[src/rtl/mw_pkg.sv]
`timescale 1ns/1ps
package mw_pkg;
  localparam int ADDR_W  = 7;
  localparam int DATA_W  = 8;
  localparam int WORD_W  = ADDR_W + 1 + DATA_W;
  localparam int XFER_TR = 2 * WORD_W;

  typedef struct packed {
    logic [ADDR_W-1:0] addr;
    logic              rb;
    logic [DATA_W-1:0] data;
  } mw_msg_t;
endpackage

[src/rtl/mw_sync.sv]
`timescale 1ns/1ps
module mw_sync #(
  parameter int         W       = 1,
  parameter logic [W-1:0] RST_VAL = '0
) (
  input  logic         clk,
  input  logic         rst_n,
  input  logic [W-1:0] d,
  output logic [W-1:0] q
);
  logic [W-1:0] meta_q, hold_q;

  always_ff @(posedge clk or negedge rst_n) begin
    if (!rst_n) begin
      meta_q <= RST_VAL;
      hold_q <= RST_VAL;
    end else begin
      meta_q <= d;
      hold_q <= meta_q;
    end
  end

  assign q = hold_q;
endmodule

[src/rtl/mw_shift_engine.sv]
`timescale 1ns/1ps
module mw_shift_engine
  import mw_pkg::*;
#(
  parameter int EDGES = XFER_TR,
  parameter int W     = WORD_W,
  localparam int CNT_W = $clog2(EDGES + 2)
) (
  input  logic             clk,
  input  logic             rst_n,
  input  logic             cs_s,
  input  logic             sclk_s,
  input  logic             sdi_s,
  input  logic             mode_b,
  input  logic             tx_valid,
  input  logic [W-1:0]     tx_word,
  output logic             sdo,
  output logic             sdo_oe,
  output logic             cs_prev,
  output logic             done,
  output logic             loaded,
  output logic [W-1:0]     rx_word,
  output logic [CNT_W-1:0] edge_cnt
);
  localparam logic [CNT_W-1:0] LAST = CNT_W'(EDGES);
  localparam logic [CNT_W-1:0] SAT  = CNT_W'(EDGES + 1);

  logic             cs_d_q, sclk_d_q, mode_q, loaded_q, sdo_q, oe_q, done_q;
  logic [CNT_W-1:0] cnt_q, cnt_n;
  logic [W-1:0]     in_q, in_n, out_q, out_n;
  logic             mode_n, loaded_n, sdo_n, done_n;
  logic             cs_fall, cs_rise, tr_seen, in_slot;
  logic [W-1:0]     first_word;

  assign cs_fall    = cs_d_q & ~cs_s;
  assign cs_rise    = ~cs_d_q & cs_s;
  assign tr_seen    = ~cs_s & ~cs_d_q & (sclk_s ^ sclk_d_q);
  assign in_slot    = (cnt_q[0] == mode_q);
  assign first_word = tx_valid ? tx_word : '0;

  always_comb begin
    cnt_n    = cnt_q;
    in_n     = in_q;
    out_n    = out_q;
    sdo_n    = sdo_q;
    mode_n   = mode_q;
    loaded_n = loaded_q;
    done_n   = cs_rise && (cnt_q == LAST);
    if (cs_fall) begin
      cnt_n    = '0;
      in_n     = '0;
      mode_n   = mode_b;
      loaded_n = tx_valid;
      if (mode_b) begin
        out_n = first_word;
        sdo_n = 1'b0;
      end else begin
        out_n = {first_word[W-2:0], 1'b0};
        sdo_n = first_word[W-1];
      end
    end else if (tr_seen && (cnt_q != SAT)) begin
      cnt_n = cnt_q + 1'b1;
      if (cnt_q < LAST) begin
        if (in_slot) begin
          in_n = {in_q[W-2:0], sdi_s};
        end else begin
          sdo_n = out_q[W-1];
          out_n = {out_q[W-2:0], 1'b0};
        end
      end
    end
  end

  always_ff @(posedge clk or negedge rst_n) begin
    if (!rst_n) begin
      cs_d_q   <= 1'b1;
      sclk_d_q <= 1'b0;
      cnt_q    <= '0;
      in_q     <= '0;
      out_q    <= '0;
      sdo_q    <= 1'b0;
      oe_q     <= 1'b0;
      mode_q   <= 1'b0;
      loaded_q <= 1'b0;
      done_q   <= 1'b0;
    end else begin
      cs_d_q   <= cs_s;
      sclk_d_q <= sclk_s;
      cnt_q    <= cnt_n;
      in_q     <= in_n;
      out_q    <= out_n;
      sdo_q    <= sdo_n;
      oe_q     <= ~cs_s;
      mode_q   <= mode_n;
      loaded_q <= loaded_n;
      done_q   <= done_n;
    end
  end

  assign sdo      = sdo_q & oe_q;
  assign sdo_oe   = oe_q;
  assign cs_prev  = cs_d_q;
  assign done     = done_q;
  assign loaded   = loaded_q;
  assign rx_word  = in_q;
  assign edge_cnt = cnt_q;
endmodule

[src/rtl/mw_msgq.sv]
`timescale 1ns/1ps
module mw_msgq #(
  parameter int DEPTH = 4,
  parameter int W     = 16,
  localparam int PTR_W = (DEPTH > 1) ? $clog2(DEPTH) : 1,
  localparam int CNT_W = $clog2(DEPTH + 1)
) (
  input  logic             clk,
  input  logic             rst_n,
  input  logic             push_a,
  input  logic [W-1:0]     din_a,
  input  logic             push_b,
  input  logic [W-1:0]     din_b,
  input  logic             pop,
  output logic [W-1:0]     head,
  output logic             valid,
  output logic [CNT_W-1:0] count,
  output logic             ovf
);
  localparam logic [CNT_W-1:0] FULL = CNT_W'(DEPTH);

  logic [W-1:0]     mem_q [DEPTH];
  logic [PTR_W-1:0] rd_q, wr_q, rd_n, wr_n, wr_b;
  logic [CNT_W-1:0] cnt_q, cnt_n, base;
  logic             ovf_q, ovf_n, take, acc_a, acc_b;

  always_comb begin
    take  = pop & (cnt_q != '0);
    base  = cnt_q - {{(CNT_W-1){1'b0}}, take};
    acc_a = push_a & (base < FULL);
    acc_b = push_b & ((base + {{(CNT_W-1){1'b0}}, acc_a}) < FULL);
    wr_b  = wr_q + {{(PTR_W-1){1'b0}}, acc_a};
    rd_n  = rd_q + {{(PTR_W-1){1'b0}}, take};
    wr_n  = wr_b + {{(PTR_W-1){1'b0}}, acc_b};
    cnt_n = base + {{(CNT_W-1){1'b0}}, acc_a} + {{(CNT_W-1){1'b0}}, acc_b};
    ovf_n = ovf_q | (push_a & ~acc_a) | (push_b & ~acc_b);
  end

  always_ff @(posedge clk) begin
    if (acc_a) mem_q[wr_q] <= din_a;
    if (acc_b) mem_q[wr_b] <= din_b;
  end

  always_ff @(posedge clk or negedge rst_n) begin
    if (!rst_n) begin
      rd_q  <= '0;
      wr_q  <= '0;
      cnt_q <= '0;
      ovf_q <= 1'b0;
    end else begin
      rd_q  <= rd_n;
      wr_q  <= wr_n;
      cnt_q <= cnt_n;
      ovf_q <= ovf_n;
    end
  end

  assign head  = mem_q[rd_q];
  assign valid = (cnt_q != '0);
  assign count = cnt_q;
  assign ovf   = ovf_q;
endmodule

[src/rtl/mw_ctrl_port.sv]
`timescale 1ns/1ps
module mw_ctrl_port
  import mw_pkg::*;
#(
  parameter int                NUM_REGS  = 8,
  parameter int                Q_DEPTH   = 4,
  parameter logic [ADDR_W-1:0] MODE_ADDR = 7'h7F
) (
  input  logic                       clk,
  input  logic                       rst_n,
  input  logic                       cs_n,
  input  logic                       sclk,
  input  logic                       sdi,
  output logic                       sdo,
  output logic                       sdo_oe,
  output logic                       int_n,
  input  logic                       evt_valid,
  input  logic [ADDR_W-1:0]          evt_addr,
  input  logic [DATA_W-1:0]          evt_data,
  output logic [NUM_REGS*DATA_W-1:0] reg_q,
  output logic                       mode_b,
  output logic                       ovf
);
  localparam int QC_W  = $clog2(Q_DEPTH + 1);
  localparam int TRC_W = $clog2(XFER_TR + 2);

  logic [1:0]        rst_pipe_q;
  logic              rst_n_s;
  logic [2:0]        pins_s;
  logic              cs_s, cs_prev, done, loaded, done_wr;
  logic              mode_q, mode_n, int_q, int_n_nx;
  logic [WORD_W-1:0] rx_word, head_word;
  mw_msg_t           rx, rb_msg, ev_msg;
  logic [DATA_W-1:0] rd_data;
  logic              q_valid;
  logic [QC_W-1:0]   q_count;
  logic [TRC_W-1:0]  edge_cnt;

  always_ff @(posedge clk or negedge rst_n) begin
    if (!rst_n) rst_pipe_q <= 2'b00;
    else        rst_pipe_q <= {rst_pipe_q[0], 1'b1};
  end
  assign rst_n_s = rst_pipe_q[1];

  mw_sync #(.W(3), .RST_VAL(3'b100)) u_sync (
    .clk(clk), .rst_n(rst_n_s), .d({cs_n, sclk, sdi}), .q(pins_s)
  );
  assign cs_s = pins_s[2];

  mw_shift_engine #(.EDGES(XFER_TR), .W(WORD_W)) u_engine (
    .clk(clk), .rst_n(rst_n_s), .cs_s(cs_s), .sclk_s(pins_s[1]), .sdi_s(pins_s[0]),
    .mode_b(mode_q), .tx_valid(q_valid), .tx_word(head_word),
    .sdo(sdo), .sdo_oe(sdo_oe), .cs_prev(cs_prev), .done(done), .loaded(loaded),
    .rx_word(rx_word), .edge_cnt(edge_cnt)
  );

  assign rx      = mw_msg_t'(rx_word);
  assign done_wr = done & ~rx.rb;

  genvar g;
  generate
    for (g = 0; g < NUM_REGS; g++) begin : g_reg
      logic [DATA_W-1:0] r_q;
      logic              we;
      assign we = done_wr & (rx.addr == ADDR_W'(g));
      always_ff @(posedge clk or negedge rst_n_s) begin
        if (!rst_n_s)  r_q <= '0;
        else if (we)   r_q <= rx.data;
      end
      assign reg_q[g*DATA_W +: DATA_W] = r_q;
    end
  endgenerate

  always_comb begin
    rd_data = '0;
    if (rx.addr == MODE_ADDR)            rd_data = {{(DATA_W-1){1'b0}}, mode_q};
    else if (int'(rx.addr) < NUM_REGS)   rd_data = reg_q[int'(rx.addr)*DATA_W +: DATA_W];
  end

  always_comb begin
    mode_n = mode_q;
    if (done_wr && (rx.addr == MODE_ADDR)) mode_n = rx.data[0];
  end

  assign rb_msg = '{addr: rx.addr, rb: 1'b1, data: rd_data};
  assign ev_msg = '{addr: evt_addr, rb: 1'b0, data: evt_data};

  mw_msgq #(.DEPTH(Q_DEPTH), .W(WORD_W)) u_queue (
    .clk(clk), .rst_n(rst_n_s),
    .push_a(done & rx.rb), .din_a(rb_msg),
    .push_b(evt_valid),    .din_b(ev_msg),
    .pop(done & loaded),
    .head(head_word), .valid(q_valid), .count(q_count), .ovf(ovf)
  );

  assign int_n_nx = ~(cs_s & cs_prev & ~done & q_valid);

  always_ff @(posedge clk or negedge rst_n_s) begin
    if (!rst_n_s) begin
      mode_q <= 1'b0;
      int_q  <= 1'b1;
    end else begin
      mode_q <= mode_n;
      int_q  <= int_n_nx;
    end
  end

  assign int_n  = int_q;
  assign mode_b = mode_q;
endmodule

[config.mk]
export PLATFORM = sky130hd
export DESIGN_NAME = mw_ctrl_port
export DESIGN_NICKNAME = d
export VERILOG_FILES = /design/src/rtl/mw_pkg.sv /design/src/rtl/mw_sync.sv /design/src/rtl/mw_shift_engine.sv /design/src/rtl/mw_msgq.sv /design/src/rtl/mw_ctrl_port.sv
export SDC_FILE = /design/constraint.sdc
export NUM_CORES = 1
export LEC_CHECK = 0
export BUFFER_PORTS_ARGS = -buffer_cell sky130_fd_sc_hd__buf_2
export CAP_MARGIN = 5
export CORE_MARGIN = 2
export CORE_UTILIZATION = 40
export DETAILED_ROUTE_END_ITERATION = 10
export GPL_TIMING_DRIVEN = 0
export PLACE_DENSITY = 0.68
export SLEW_MARGIN = 25
export SYNTH_ARGS = -nofsm -noshare
export SYNTH_HDL_FRONTEND = slang
export SYNTH_HIERARCHICAL = 1
export SYNTH_SLANG_ARGS = --single-unit
[constraint.sdc]
create_clock -name clk -period 10.75 [get_ports clk]
set_input_delay 1.075 -clock clk [delete_from_list [all_inputs] [get_ports clk]]
set_output_delay 1.075 -clock clk [all_outputs]
set_load 0.01 [all_outputs]
==> impl_table.tex <==
\begin{tabular}{lr}
\hline
Metric & Value \\
\hline
\multicolumn{2}{l}{\textbf{Run status}} \\
Status & finished clean \\
\multicolumn{2}{l}{\textbf{Clock tree}} \\
Number of CTS-inserted buffers & 17 \\
CTS tree & yes \\
Hold-fix buffer count after cts & 0 \\
Number of gates resized after cts & 0 \\
Clk pin slew, worst setup/hold paths & 80 ps \\
Setup repair bufs after CTS & 0 \\
H-tree level count & 4 \\
Clock insertion delay at the later pin of the skew report & 440 ps \\
Num Clock Sinks & 191 \\
Clk Tree Root Cell & sky130\_fd\_sc\_hd\_\_clkbuf\_16 \\
Number of buffers on the longest clock path & 2 \\
\multicolumn{2}{l}{\textbf{Global route}} \\
Number of global-route vias before repair & 5783 \\
Maximum number of pins on one net before global-route repair & 47 \\
First-pass GRT wire length & 33120 µm \\
Total routing resource utilization after global routing & 18.04\% \\
Initial antenna violation count & 0 \\
Leftover overflow at the end of global routing & 0 \\
\multicolumn{2}{l}{\textbf{Yosys}} \\
Number of flops mapped to enable cells by yosys & 64 \\
Flip-flop cell with the highest count after synthesis & sky130\_fd\_sc\_hd\_\_dfrtp\_1 \\
Async set or reset register ratio after synthesis & 66.49\% \\
Post-synth design cell area & 9174 µm² \\
Distinct cell type count after synthesis & 54 \\
Cell count after synthesis & 611 \\
Combinational family with the most area after synthesis & multiplexers \\
Mean cell area of the mapped netlist & 15.01 µm² \\
Synth Area in Compound Gates & 2.960\% \\
Proportion of synthesized area in mux cells & 28.31\% \\
Sequential area share after synthesis & 55.65\% \\
Share of synthesized cell area in full adder, half adder and majority cells & 1.637\% \\
Yosys synthesis warning count & 6 \\
XOR/XNOR share of the synthesized area & 1.323\% \\
Area fraction in and, or, nand and nor cells after synthesis & 6.847\% \\
Yosys reg bits & 191 \\
\multicolumn{2}{l}{\textbf{Placement}} \\
Port Buf Inserts & 89 \\
Post-DP HPWL & 14720 µm \\
Routability congestion estimate from global placement & 0.7525 \\
Number of instances in the placed design & 996 \\
\multicolumn{2}{l}{\textbf{Layout}} \\
Fill cell instance count of the final layout & 1991 \\
Area overhead of the layout relative to synthesis & 17.17\% \\
Non-filler instance count after layout & 1028 \\
Number of antenna repair diodes & 0 \\
Area taken by flip-flops and latches & 5109 µm² \\
Fraction of layout cells with a size suffix above 1 & 44.95\% \\
Number of nets at the end of the flow & 763 \\
Multi-input gate area in the final layout & 3830 µm² \\
\multicolumn{2}{l}{\textbf{Drt}} \\
Post-route ant nets & 0 \\
Detailed-route wire length per cell & 20.47 µm \\
Detailed-route DRC error count & 0 \\
Number of detailed-routing iterations run before antenna repair & 4 \\
Starting DRC count in detailed routing & 316 \\
Final Routed Wirelength & 21040 µm \\
Total number of vias & 5532 \\
Via density per instance & 5.381 \\
\multicolumn{2}{l}{\textbf{Timing}} \\
Hold violation count in the final report & 0 \\
Final clock period utilization by the worst path & 47.49\% \\
Maximum operating frequency & 195.9 MHz \\
Slew Viols, Final & 0 \\
Setup skew after layout & 14.88 ps \\
RSZ-0062 raised after global routing & no \\
Clock period minus worst slack & 5105 ps \\
Slew margin rel. & 42.99\% \\
Setup violations, final & 0 \\
Sum Neg Setup Slack & 0 ps \\
Transition at the pin with the smallest max-transition slack & 855.2 ps \\
\multicolumn{2}{l}{\textbf{Power and ir drop}} \\
VDD IR-drop max & 119.1 µV \\
Total internal power & 1.321 mW \\
Leakage power of the design & 4.851 nW \\
Fraction of power consumed by sequential logic & 48.4\% \\
Part of the total power dissipated in the clock network & 37.1\% \\
Power density normalized to cell area & 169.3 nW/µm² \\
Net load switching power & 0.4980 mW \\
Switching fraction of total power & 27.37\% \\
Combinational share of power & 14.5\% \\
\multicolumn{2}{l}{\textbf{Floorplan}} \\
Initial Util & 40.64\% \\
Top-Level Pins & 90 \\
Die area & 24160 µm² \\
Core area & 22570 µm² \\
DIE HEIGHT & 155.4 µm \\
Width of the die & 155.4 µm \\
Row count & 55 \\
\multicolumn{2}{l}{\textbf{Run}} \\
Number of max-cap violations & 0 \\
\multicolumn{2}{l}{\textbf{Worst setup path}} \\
Critical path launch point type & flop \\
Crit Path Category & reg2reg \\
Family with the most delay on the worst path & simple AND/OR/NAND/NOR gates \\
Largest incremental delay on the critical path & 690 ps \\
Worst path required time & 10800 ps \\
Crit path cell chain & or3\_1 > and2\_1 > ha\_1 > ha\_1 > xnor2\_1 > nand2\_1 > inv\_1 > ha\_1 > ha\_1 > xor3\_2 > nor3\_2 > buf\_2 > a41o\_1 \\
Data arrival time of the worst path & 5160 ps \\
Number of buffer and inverter stages on the critical path & 2 \\
Kind of end point of the critical path & flop \\
Critical-path cell with the highest stage delay & sky130\_fd\_sc\_hd\_\_a41o\_1 \\
Crit Path Max Fanout & 16 \\
Most repeated library cell on the critical path & sky130\_fd\_sc\_hd\_\_ha\_1 \\
\multicolumn{2}{l}{\textbf{Hold path}} \\
Hold Path Class & reg2async \\
\hline
\end{tabular}
-- synthesized netlist by cell type (12+ instances only) --
master | number | area [µm²]
sky130_fd_sc_hd__clkbuf_1 | 14 | 52.55
sky130_fd_sc_hd__dfrtp_1 | 123 | 3078
sky130_fd_sc_hd__edfxtp_1 | 64 | 1922
sky130_fd_sc_hd__ha_1 | 12 | 150.1
sky130_fd_sc_hd__inv_1 | 13 | 48.80
sky130_fd_sc_hd__mux2_2 | 121 | 1363
sky130_fd_sc_hd__mux2i_1 | 39 | 390.4
sky130_fd_sc_hd__mux4_2 | 31 | 698.2
sky130_fd_sc_hd__nand2_1 | 29 | 108.9
sky130_fd_sc_hd__nand3_1 | 20 | 100.1
sky130_fd_sc_hd__nor2_1 | 12 | 45.04
sky130_fd_sc_hd__o21ai_0 | 18 | 90.09
sky130_fd_sc_hd__o22ai_1 | 16 | 100.1
-- flip-flops by register name, summed over array words and instances, names as in the netlist, 2 cells and up --
signal,cells
u_engine/rx_word,16
u_engine/edge_cnt,6
u_queue/mem_q,64
u_queue/count,3
u_sync/meta_q,3
u_engine/out_q,16
g.r_q,64
rst_pipe_q,2
u_sync/q,3
u_queue/wr_q,2
u_queue/rd_q,2
-- final timing paths --
| check | startpoint | end | slack [ps] | cells past startpoint |
|---|---|---|---|---|
| setup / recovery | u_queue/count[2] | u_queue/mem_q[3][9] | 5650 | 13 |
| hold / removal | rst_pipe_q[1] | g_reg[7].r_q[6] | 330 | 0 |
| setup reg to reg | u_queue/count[2] | u_queue/mem_q[3][9] | 5650 | 13 |
| hold reg to reg | rst_pipe_q[1] | g_reg[7].r_q[6] | 330 | 0 |
| max in group asynchronous | rst_pipe_q[1] | u_sync/q[2] | 9450 | 2 |
| min in group clk | u_sync/meta_q[1] | u_sync/q[1] | 350 | 0 |
-- routing by layer --
layer	share of wire (%)	GRT usage, %
met1	45	24.24
met2	48	29.46
met3	5.4	4.708
met4	1.3	4.325
met5	0	0
-- worst reg2reg max path, stage by stage, from the launching register on --
cell and delay (ps):
sky130_fd_sc_hd__dfrtp_1 420, sky130_fd_sc_hd__or3_1 480, sky130_fd_sc_hd__and2_1 230, sky130_fd_sc_hd__ha_1 190, sky130_fd_sc_hd__ha_1 200, sky130_fd_sc_hd__xnor2_1 410
sky130_fd_sc_hd__nand2_1 250, sky130_fd_sc_hd__inv_1 140, sky130_fd_sc_hd__ha_1 150, sky130_fd_sc_hd__ha_1 150, sky130_fd_sc_hd__xor3_2 350, sky130_fd_sc_hd__nor3_2 670
sky130_fd_sc_hd__buf_2 400, sky130_fd_sc_hd__a41o_1 690
-- power groups by stage --
stage	Clock [mW]	Sequential, mW	Combinational (mW)
floorplan	0	0.885	0.190
global placement	0	0.899	0.244
detailed placement	0	0.897	0.264
CTS	0.688	0.882	0.267
global route	0.718	0.890	0.289
finish	0.675	0.881	0.263
-- cells in the final DEF, fill, tap and decap left out, drive strengths merged, types with 20 or more instances in the layout --
| master | n |
|---|---|
| clkbuf | 32 |
| nand3 | 20 |
| mux2i | 39 |
| dfrtp | 123 |
| mux2 | 131 |
| mux4 | 31 |
| edfxtp | 64 |
| nand2 | 29 |
| inv | 21 |
| buf | 115 |
-- area by class of cell --
| type | instances | area share, % |
|---|---|---|
| timing repair buffer | 93 | 4.831 |
| sequential | 191 | 47.53 |
| inverter | 13 | 0.4540 |
| clock buffer | 17 | 3.958 |
| tap | 285 | 3.317 |
| buffer | 37 | 2.270 |
| multi-input combinational | 377 | 35.63 |
| clock inverter | 15 | 2.014 |
-- cell families after synthesis --
kind of cell	after synthesis
other	2
buffers and inverters	50
AOI/OAI and AO/OA	44
adders and majority gates	12
and+or+nand+nor	99
muxes	201
DFF	191
xor gates and xnor gates	12
-- stage by stage --
stage	utilization (%)	setup slack (ps)	total power [mW]	hold WS (ps)	instance area (µm²)
5_1_grt	47.62	5345	1.896	361.9	10750
4_1_cts	47.62	5543	1.837	353.9	10750
2_1_floorplan	-	6691	1.075	331.2	9200
3_3_place_gp	44.31	5235	1.142	334.0	10000
6_report	47.62	5645	1.819	325.3	10750
3_5_place_dp	44.78	5570	1.162	335.8	10110
No activity file was read; power rests on OpenSTA's default activity.
